## src/rtl/seg_xlate_pkg.sv

```systemverilog
package seg_xlate_pkg;

  typedef enum logic [1:0] {
    ACC_READ  = 2'd0,
    ACC_STORE = 2'd1,
    ACC_FETCH = 2'd2,
    ACC_RSVD  = 2'd3
  } acc_kind_e;

  typedef enum logic [2:0] {
    FLT_NONE   = 3'd0,
    FLT_RANGE  = 3'd1,
    FLT_SEG    = 3'd2,
    FLT_BOUND  = 3'd3,
    FLT_ACCESS = 3'd4,
    FLT_PAGE   = 3'd5
  } fault_e;

  // descriptor word 0
  localparam int SDW_ADDR_LSB  = 12;
  localparam int SDW_VALID_BIT = 2;
  // descriptor word 1
  localparam int BOUND_W       = 14;
  localparam int SDW_BOUND_LSB = 22;
  localparam int SDW_RD_BIT    = 21;
  localparam int SDW_EX_BIT    = 20;
  localparam int SDW_WR_BIT    = 19;
  localparam int SDW_UNP_BIT   = 17;
  // page table word
  localparam int FRAME_W       = 18;
  localparam int PTW_FRAME_LSB = 18;
  localparam int PTW_USED_BIT  = 13;
  localparam int PTW_MOD_BIT   = 12;
  localparam int PTW_VALID_BIT = 9;

  typedef struct packed {
    logic [BOUND_W-1:0] bound;
    logic               rd;
    logic               ex;
    logic               wr;
    logic               unpaged;
  } sdw_attr_t;

endpackage

```

## src/rtl/seg_xlate_sdw_chk.sv

```systemverilog
module seg_xlate_sdw_chk
  import seg_xlate_pkg::*;
#(
  parameter int OFF_W  = 18,
  parameter int PG_W   = 10,
  parameter int BLK_W  = 4,
  parameter int ADDR_W = 24
) (
  input  logic [ADDR_W-1:0] seg_base,
  input  logic              seg_valid,
  input  sdw_attr_t         attr,
  input  logic [OFF_W-1:0]  offset,
  input  acc_kind_e         kind,
  output fault_e            fault,
  output logic              unpaged,
  output logic [ADDR_W-1:0] next_addr
);

  localparam int BLKIDX_W = OFF_W - BLK_W;
  localparam int PGIDX_W  = OFF_W - PG_W;
  localparam int CMP_W    = (BLKIDX_W > BOUND_W) ? BLKIDX_W : BOUND_W;

  logic [BLKIDX_W-1:0] blk_idx;
  logic [PGIDX_W-1:0]  pg_idx;
  logic                bound_bad;
  logic                perm_ok;

  assign blk_idx   = offset[OFF_W-1:BLK_W];
  assign pg_idx    = offset[OFF_W-1:PG_W];
  assign bound_bad = CMP_W'(blk_idx) > CMP_W'(attr.bound);
  assign unpaged   = attr.unpaged;

  always_comb begin
    unique case (kind)
      ACC_READ:  perm_ok = attr.rd;
      ACC_STORE: perm_ok = attr.wr;
      ACC_FETCH: perm_ok = attr.ex;
      default:   perm_ok = 1'b0;
    endcase
  end

  // first failing check wins
  always_comb begin
    if (!seg_valid)    fault = FLT_SEG;
    else if (bound_bad) fault = FLT_BOUND;
    else if (!perm_ok)  fault = FLT_ACCESS;
    else                fault = FLT_NONE;
  end

  always_comb begin
    if (attr.unpaged) next_addr = seg_base + ADDR_W'(offset);
    else              next_addr = seg_base + ADDR_W'(pg_idx);
  end

endmodule

```

## src/rtl/seg_xlate_ptw_unit.sv

```systemverilog
module seg_xlate_ptw_unit
  import seg_xlate_pkg::*;
#(
  parameter int PG_W   = 10,
  parameter int ADDR_W = 24,
  parameter int WORD_W = 36
) (
  input  logic [WORD_W-1:0] ptw,
  input  logic [PG_W-1:0]   pg_off,
  input  logic              store,
  output logic              page_ok,
  output logic [WORD_W-1:0] ptw_upd,
  output logic [ADDR_W-1:0] abs_addr
);

  localparam int SHIFT = ADDR_W - FRAME_W;

  logic [FRAME_W-1:0] frame;

  assign frame    = ptw[PTW_FRAME_LSB +: FRAME_W];
  assign page_ok  = ptw[PTW_VALID_BIT];
  assign abs_addr = {frame, {SHIFT{1'b0}}} + ADDR_W'(pg_off);

  always_comb begin
    ptw_upd = ptw;
    ptw_upd[PTW_USED_BIT] = 1'b1;
    if (store) ptw_upd[PTW_MOD_BIT] = 1'b1;
  end

endmodule

```

## src/rtl/seg_xlate.sv

```systemverilog
module seg_xlate
  import seg_xlate_pkg::*;
#(
  parameter int SEG_W  = 12,
  parameter int OFF_W  = 18,
  parameter int PG_W   = 10,
  parameter int BLK_W  = 4,
  parameter int ADDR_W = 24,
  parameter int WORD_W = 36
) (
  input  logic              clk,
  input  logic              rst,
  input  logic              dbr_we,
  input  logic [ADDR_W-1:0] dbr_base,
  input  logic [SEG_W:0]    dbr_len,
  input  logic              req_valid,
  output logic              req_ready,
  input  logic [SEG_W-1:0]  req_segno,
  input  logic [OFF_W-1:0]  req_offset,
  input  logic [1:0]        req_kind,
  output logic              rsp_valid,
  input  logic              rsp_ready,
  output logic [ADDR_W-1:0] rsp_addr,
  output logic [2:0]        rsp_fault,
  output logic              mem_req_valid,
  input  logic              mem_req_ready,
  output logic              mem_req_we,
  output logic [ADDR_W-1:0] mem_req_addr,
  output logic [WORD_W-1:0] mem_req_wdata,
  input  logic              mem_rsp_valid,
  input  logic [WORD_W-1:0] mem_rsp_rdata
);

  typedef enum logic [2:0] {
    S_IDLE, S_SDW0, S_SDW1, S_PTW, S_WB, S_RSP
  } state_e;

  state_e            state_q;
  logic [ADDR_W-1:0] dbr_base_q;
  logic [SEG_W:0]    dbr_len_q;
  logic              loaded_q;

  logic [OFF_W-1:0]  off_q;
  acc_kind_e         kind_q;
  logic [ADDR_W-1:0] seg_base_q;
  logic              seg_valid_q;
  logic [ADDR_W-1:0] pend_addr_q;

  logic              mem_vld_q;
  logic              mem_we_q;
  logic [ADDR_W-1:0] mem_addr_q;
  logic [WORD_W-1:0] mem_wdata_q;
  logic              rsp_vld_q;
  logic [ADDR_W-1:0] rsp_addr_q;
  fault_e            rsp_fault_q;

  logic              rd_done;
  logic              req_fire;
  logic              seg_out_of_range;
  logic [ADDR_W-1:0] sdw_fetch_addr;
  sdw_attr_t         attr;
  fault_e            chk_fault;
  logic              chk_unpaged;
  logic [ADDR_W-1:0] chk_addr;
  logic              ptw_ok;
  logic [WORD_W-1:0] ptw_new;
  logic [ADDR_W-1:0] ptw_abs;

  assign req_ready        = loaded_q && (state_q == S_IDLE);
  assign req_fire         = req_valid && req_ready;
  assign rd_done          = mem_rsp_valid && !mem_vld_q;
  assign seg_out_of_range = {1'b0, req_segno} >= dbr_len_q;
  assign sdw_fetch_addr   = dbr_base_q + ADDR_W'({req_segno, 1'b0});

  assign attr.bound   = mem_rsp_rdata[SDW_BOUND_LSB +: BOUND_W];
  assign attr.rd      = mem_rsp_rdata[SDW_RD_BIT];
  assign attr.ex      = mem_rsp_rdata[SDW_EX_BIT];
  assign attr.wr      = mem_rsp_rdata[SDW_WR_BIT];
  assign attr.unpaged = mem_rsp_rdata[SDW_UNP_BIT];

  seg_xlate_sdw_chk #(
    .OFF_W (OFF_W),
    .PG_W  (PG_W),
    .BLK_W (BLK_W),
    .ADDR_W(ADDR_W)
  ) u_sdw_chk (
    .seg_base (seg_base_q),
    .seg_valid(seg_valid_q),
    .attr     (attr),
    .offset   (off_q),
    .kind     (kind_q),
    .fault    (chk_fault),
    .unpaged  (chk_unpaged),
    .next_addr(chk_addr)
  );

  seg_xlate_ptw_unit #(
    .PG_W  (PG_W),
    .ADDR_W(ADDR_W),
    .WORD_W(WORD_W)
  ) u_ptw (
    .ptw     (mem_rsp_rdata),
    .pg_off  (off_q[PG_W-1:0]),
    .store   (kind_q == ACC_STORE),
    .page_ok (ptw_ok),
    .ptw_upd (ptw_new),
    .abs_addr(ptw_abs)
  );

  always_ff @(posedge clk) begin
    if (rst) begin
      state_q     <= S_IDLE;
      dbr_base_q  <= '0;
      dbr_len_q   <= '0;
      loaded_q    <= 1'b0;
      off_q       <= '0;
      kind_q      <= ACC_READ;
      seg_base_q  <= '0;
      seg_valid_q <= 1'b0;
      pend_addr_q <= '0;
      mem_vld_q   <= 1'b0;
      mem_we_q    <= 1'b0;
      mem_addr_q  <= '0;
      mem_wdata_q <= '0;
      rsp_vld_q   <= 1'b0;
      rsp_addr_q  <= '0;
      rsp_fault_q <= FLT_NONE;
    end else begin
      if (dbr_we) begin
        dbr_base_q <= dbr_base;
        dbr_len_q  <= dbr_len;
        loaded_q   <= 1'b1;
      end
      if (mem_vld_q && mem_req_ready) mem_vld_q <= 1'b0;

      unique case (state_q)
        S_IDLE: begin
          if (req_fire) begin
            off_q  <= req_offset;
            kind_q <= acc_kind_e'(req_kind);
            if (seg_out_of_range) begin
              rsp_fault_q <= FLT_RANGE;
              rsp_addr_q  <= '0;
              rsp_vld_q   <= 1'b1;
              state_q     <= S_RSP;
            end else begin
              mem_addr_q <= sdw_fetch_addr;
              mem_we_q   <= 1'b0;
              mem_vld_q  <= 1'b1;
              state_q    <= S_SDW0;
            end
          end
        end
        S_SDW0: begin
          if (rd_done) begin
            seg_base_q  <= mem_rsp_rdata[SDW_ADDR_LSB +: ADDR_W];
            seg_valid_q <= mem_rsp_rdata[SDW_VALID_BIT];
            mem_addr_q  <= mem_addr_q + ADDR_W'(1);
            mem_vld_q   <= 1'b1;
            state_q     <= S_SDW1;
          end
        end
        S_SDW1: begin
          if (rd_done) begin
            if (chk_fault != FLT_NONE) begin
              rsp_fault_q <= chk_fault;
              rsp_addr_q  <= '0;
              rsp_vld_q   <= 1'b1;
              state_q     <= S_RSP;
            end else if (chk_unpaged) begin
              rsp_fault_q <= FLT_NONE;
              rsp_addr_q  <= chk_addr;
              rsp_vld_q   <= 1'b1;
              state_q     <= S_RSP;
            end else begin
              mem_addr_q <= chk_addr;
              mem_vld_q  <= 1'b1;
              state_q    <= S_PTW;
            end
          end
        end
        S_PTW: begin
          if (rd_done) begin
            if (!ptw_ok) begin
              rsp_fault_q <= FLT_PAGE;
              rsp_addr_q  <= '0;
              rsp_vld_q   <= 1'b1;
              state_q     <= S_RSP;
            end else begin
              mem_we_q    <= 1'b1;
              mem_wdata_q <= ptw_new;
              mem_vld_q   <= 1'b1;
              pend_addr_q <= ptw_abs;
              state_q     <= S_WB;
            end
          end
        end
        S_WB: begin
          if (mem_vld_q && mem_req_ready) begin
            mem_we_q    <= 1'b0;
            rsp_fault_q <= FLT_NONE;
            rsp_addr_q  <= pend_addr_q;
            rsp_vld_q   <= 1'b1;
            state_q     <= S_RSP;
          end
        end
        S_RSP: begin
          if (rsp_ready) begin
            rsp_vld_q <= 1'b0;
            state_q   <= S_IDLE;
          end
        end
        default: state_q <= S_IDLE;
      endcase
    end
  end

  assign mem_req_valid = mem_vld_q;
  assign mem_req_we    = mem_we_q;
  assign mem_req_addr  = mem_addr_q;
  assign mem_req_wdata = mem_wdata_q;
  assign rsp_valid     = rsp_vld_q;
  assign rsp_addr      = rsp_addr_q;
  assign rsp_fault     = rsp_fault_q;

endmodule

```

## config.mk

```make
export PLATFORM = sky130hd
export DESIGN_NAME = seg_xlate
export DESIGN_NICKNAME = d
export VERILOG_FILES = /design/src/rtl/seg_xlate_pkg.sv /design/src/rtl/seg_xlate_sdw_chk.sv /design/src/rtl/seg_xlate_ptw_unit.sv /design/src/rtl/seg_xlate.sv
export SDC_FILE = /design/constraint.sdc
export NUM_CORES = 1
export LEC_CHECK = 0
export CAP_MARGIN = 5
export CORE_MARGIN = 2
export CORE_UTILIZATION = 65
export DETAILED_ROUTE_END_ITERATION = 8
export DONT_BUFFER_PORTS = 1
export PLACE_DENSITY = 0.84
export SLEW_MARGIN = 30
export SYNTH_ARGS = -nofsm -noshare
export SYNTH_HDL_FRONTEND = slang
export SYNTH_HIERARCHICAL = 1
export SYNTH_SLANG_ARGS = --single-unit
```

## constraint.sdc

```tcl
create_clock -name clk -period 5.88 [get_ports clk]
set_clock_uncertainty 0.15 [all_clocks]
set_input_delay 0.882 -clock clk [delete_from_list [all_inputs] [get_ports clk]]
set_output_delay 0.882 -clock clk [all_outputs]
set_load 0.03 [all_outputs]
```

==> key figures <==
Status
  – Run status: finished, final reports clean

Routing
  – Via density: 6.49
  – WL final: 33.4 mm
  – ANT nets after route: 0
  – Via count: 10.6k
  – Wire per inst: 20.4 um
  – 1st-iter DRT viols: 1187
  – DR pass1 iterations: 5
  – DRC violations left: 0

Worst setup path
  – Crit start category: flop
  – Critical path arrival: between 4 and 5 ns
  – CP endpoint kind: flop
  – CP required: between 6 and 7 ns
  – Critical path peak fanout: 28
  – Kind of critical path: reg2reg
  – R2R cell count: 12

Layout
  – Antenna cells: 0
  – Area occupied by multi-input gates: 6990 um^2
  – FF+latch area: 4000 um^2
  – Nets: 1572
  – Area growth from synthesis to layout: 2.33%
  – Final Instance Count excl. Fillers: between 1.5k and 2k
  – Layout cells sized above 1: 0.0639
  – Fillers: 1526

Yosys
  – Most area-consuming cells after synthesis: dfxtp_1 (34%), nand2_1 (8.8%), a21oi_1 (8.5%)
  – Synth area leader: dfxtp_1
  – Mapped Area: roughly 12000 um^2
  – Yosys reg bits: 200
  – Netlist cell types: 79
  – Top cells by count, synth: nand2_1 (277), a21oi_1 (201), dfxtp_1 (200)
  – Top FF cell, synth: dfxtp_1
  – Count leader, synth: nand2_1
  – Fraction of the yosys area taken by sequential cells: 0.337
  – Yosys Warn Count: 6
  – Net count after synthesis: 1672
  – Synth Area per Inst: 7.94 um^2
  – Cells after synthesis: 1496
  – Top cell type's share of synthesized area: 0.337
  – Post-synth EDFFs: 0
  – Ys async rst share: 0

Pwr
  – Power Dens Cells: 365 nW/um^2
  – Tot Pwr: 4.43 mW
  – Leakage: 4.74 nW
  – Worst ir drop on vdd: around 0.27 mV

Placed design
  – RePlAce Congestion: 0.935
  – Post-Place Cells: 1606
  – Post-DP HPWL: 23.8 mm
  – Number of port buffers: 0

Clock tree
  – CTS tree: yes
  – Post-CTS setup buffers: 0
  – CTS buffer count: 17
  – Hold_buf cts: 0
  – CTS resizes: 0
  – Clock net sink count: 200
  – Clock Path Buffers: 2
  – Root Driver: clkbuf_16
  – H-tree levels: 4
  – Worst-Skew Late Latency: 0.45 ns
  – Reg clk slew, reported paths: 0.08 ns

Timing
  – Final min period: 4.58 ns
  – Period utilization: 0.779
  – Worst Tran Pin Value: between 0.8 and 0.9 ns
  – Max Fclk: 0.218 GHz
  – Setup TNS: 0 ns
  – RSZ-0062 raised after global routing: no
  – Slew Limit Fails: 0
  – Setup-failing EPs final: 0
  – Max-slew headroom: 0.405
  – Final hold vios: 0

GRT
  – Grt ovf: 0
  – Largest net degree at the start of global routing: 188
  – Vias in the first global route: 9930
  – First-pass GRT wire length: 53.0 mm
  – GRT Total Usage: 0.337
  – Initial antenna violation count: 0

Floorplanning
  – Die Y: 139 um
  – Core area: 18000 um^2
  – Starting density of the core: 0.661
  – IO Count: 203
  – Row cnt: ~50
  – Die ar.: 19400 um^2
  – DIE WIDTH: between 100 and 150 um

Hold path
  – WHS Path Cells: 2
  – Hold Path Class: reg2reg

Run
  – Max-Cap Viols: 0
worst paths after layout:
check	from	end	slack, ns
worst min-delay path	pend_addr_q[9]$_SDFFE_PP0P_	pend_addr_q[9]$_SDFFE_PP0P_	0.31
worst max-delay path	off_q[7]$_SDFFE_PP0P_	mem_req_addr[6]$_SDFFE_PP0P_	1.30
worst max register to register	off_q[7]$_SDFFE_PP0P_	mem_req_addr[6]$_SDFFE_PP0P_	1.30
worst min register to register	pend_addr_q[9]$_SDFFE_PP0P_	pend_addr_q[9]$_SDFFE_PP0P_	0.31
worst max-delay path, cell delays in order (launching register included):
cell and delay [ns]:
dfxtp_1 0.47, ha_1 0.29, a21o_1 0.18, a21o_1 0.17, a221o_1 0.34, a221oi_1 0.53
o21ai_1 0.24, nor4_1 0.58, a311o_1 0.29, o211a_1 0.72, buf_4 0.27, nor2_1 0.04
a211oi_1 0.21
state kept, by name (all words and copies together) (netlist names), 13 cells and up:
name           cells
dbr_base_q        24
dbr_len_q         13
mem_req_addr      24
mem_req_wdata     36
off_q             18
pend_addr_q       24
rsp_addr          24
seg_base_q        24
per-layer routing:
metal | GRT usage | up-vias | share of wire
met4 | 0.131 | 0 | 0.033
met2 | 0.519 | 521 | 0.45
met3 | 0.0760 | 79 | 0.094
li1 | - | 5035 | -
met1 | 0.461 | 4997 | 0.42
met5 | 0 | - | 0
cell families after synthesis:
kind of cell,after synthesis,synth area share
AO/OA/AOI/OAI,428,0.234
XOR/XNOR,59,0.0435
adder cells (fa/ha/maj),64,0.0693
buffers and inverters,181,0.0764
flip-flops,200,0.337
multiplexers,53,0.0456
other,1,0.000316
AND/OR/NAND/NOR,510,0.193
power breakdown:
part	leakage, nW	switching (mW)	internal [mW]
sequential	1.63	0.455	1.53
clock	0.283	0.595	0.580
combinational	2.83	0.801	0.471
cell usage in the layout (no fill, tap or decap), types with 24 or more instances in the layout:
cell     instances
nand2_1        277
a21oi_1        201
dfxtp_1        200
nor2_1          88
ha_1            61
inv_1           49
o21ai_0         46
mux2i_1         44
xnor2_1         37
nand3_1         29
a21o_1          24
a22oi_1         24
per-stage QoR:
step | utilization | setup slack [ns] | hold WS, ns | cell area, um^2
6_report | 0.676 | 1.30 | 0.307 | 12100
5_1_grt | 0.676 | 1.20 | 0.323 | 12100
4_1_cts | 0.676 | 1.41 | 0.302 | 12100
3_5_place_dp | 0.643 | 0.964 | 0.292 | 11600
3_3_place_gp | 0.641 | 1.11 | 0.289 | 11500
2_1_floorplan | - | 1.86 | 0.285 | 11900
area by class of cell:
type / count / share of cell area
clock buffers: 18 / 0.0361
well taps: 229 / 0.0236
multi-input cells: 1115 / 0.575
flip-flops and latches: 200 / 0.330
repair buffers: 12 / 0.00772
inverters: 50 / 0.0154
clock inverters: 14 / 0.0124
Power figures use the tool's default switching activity.
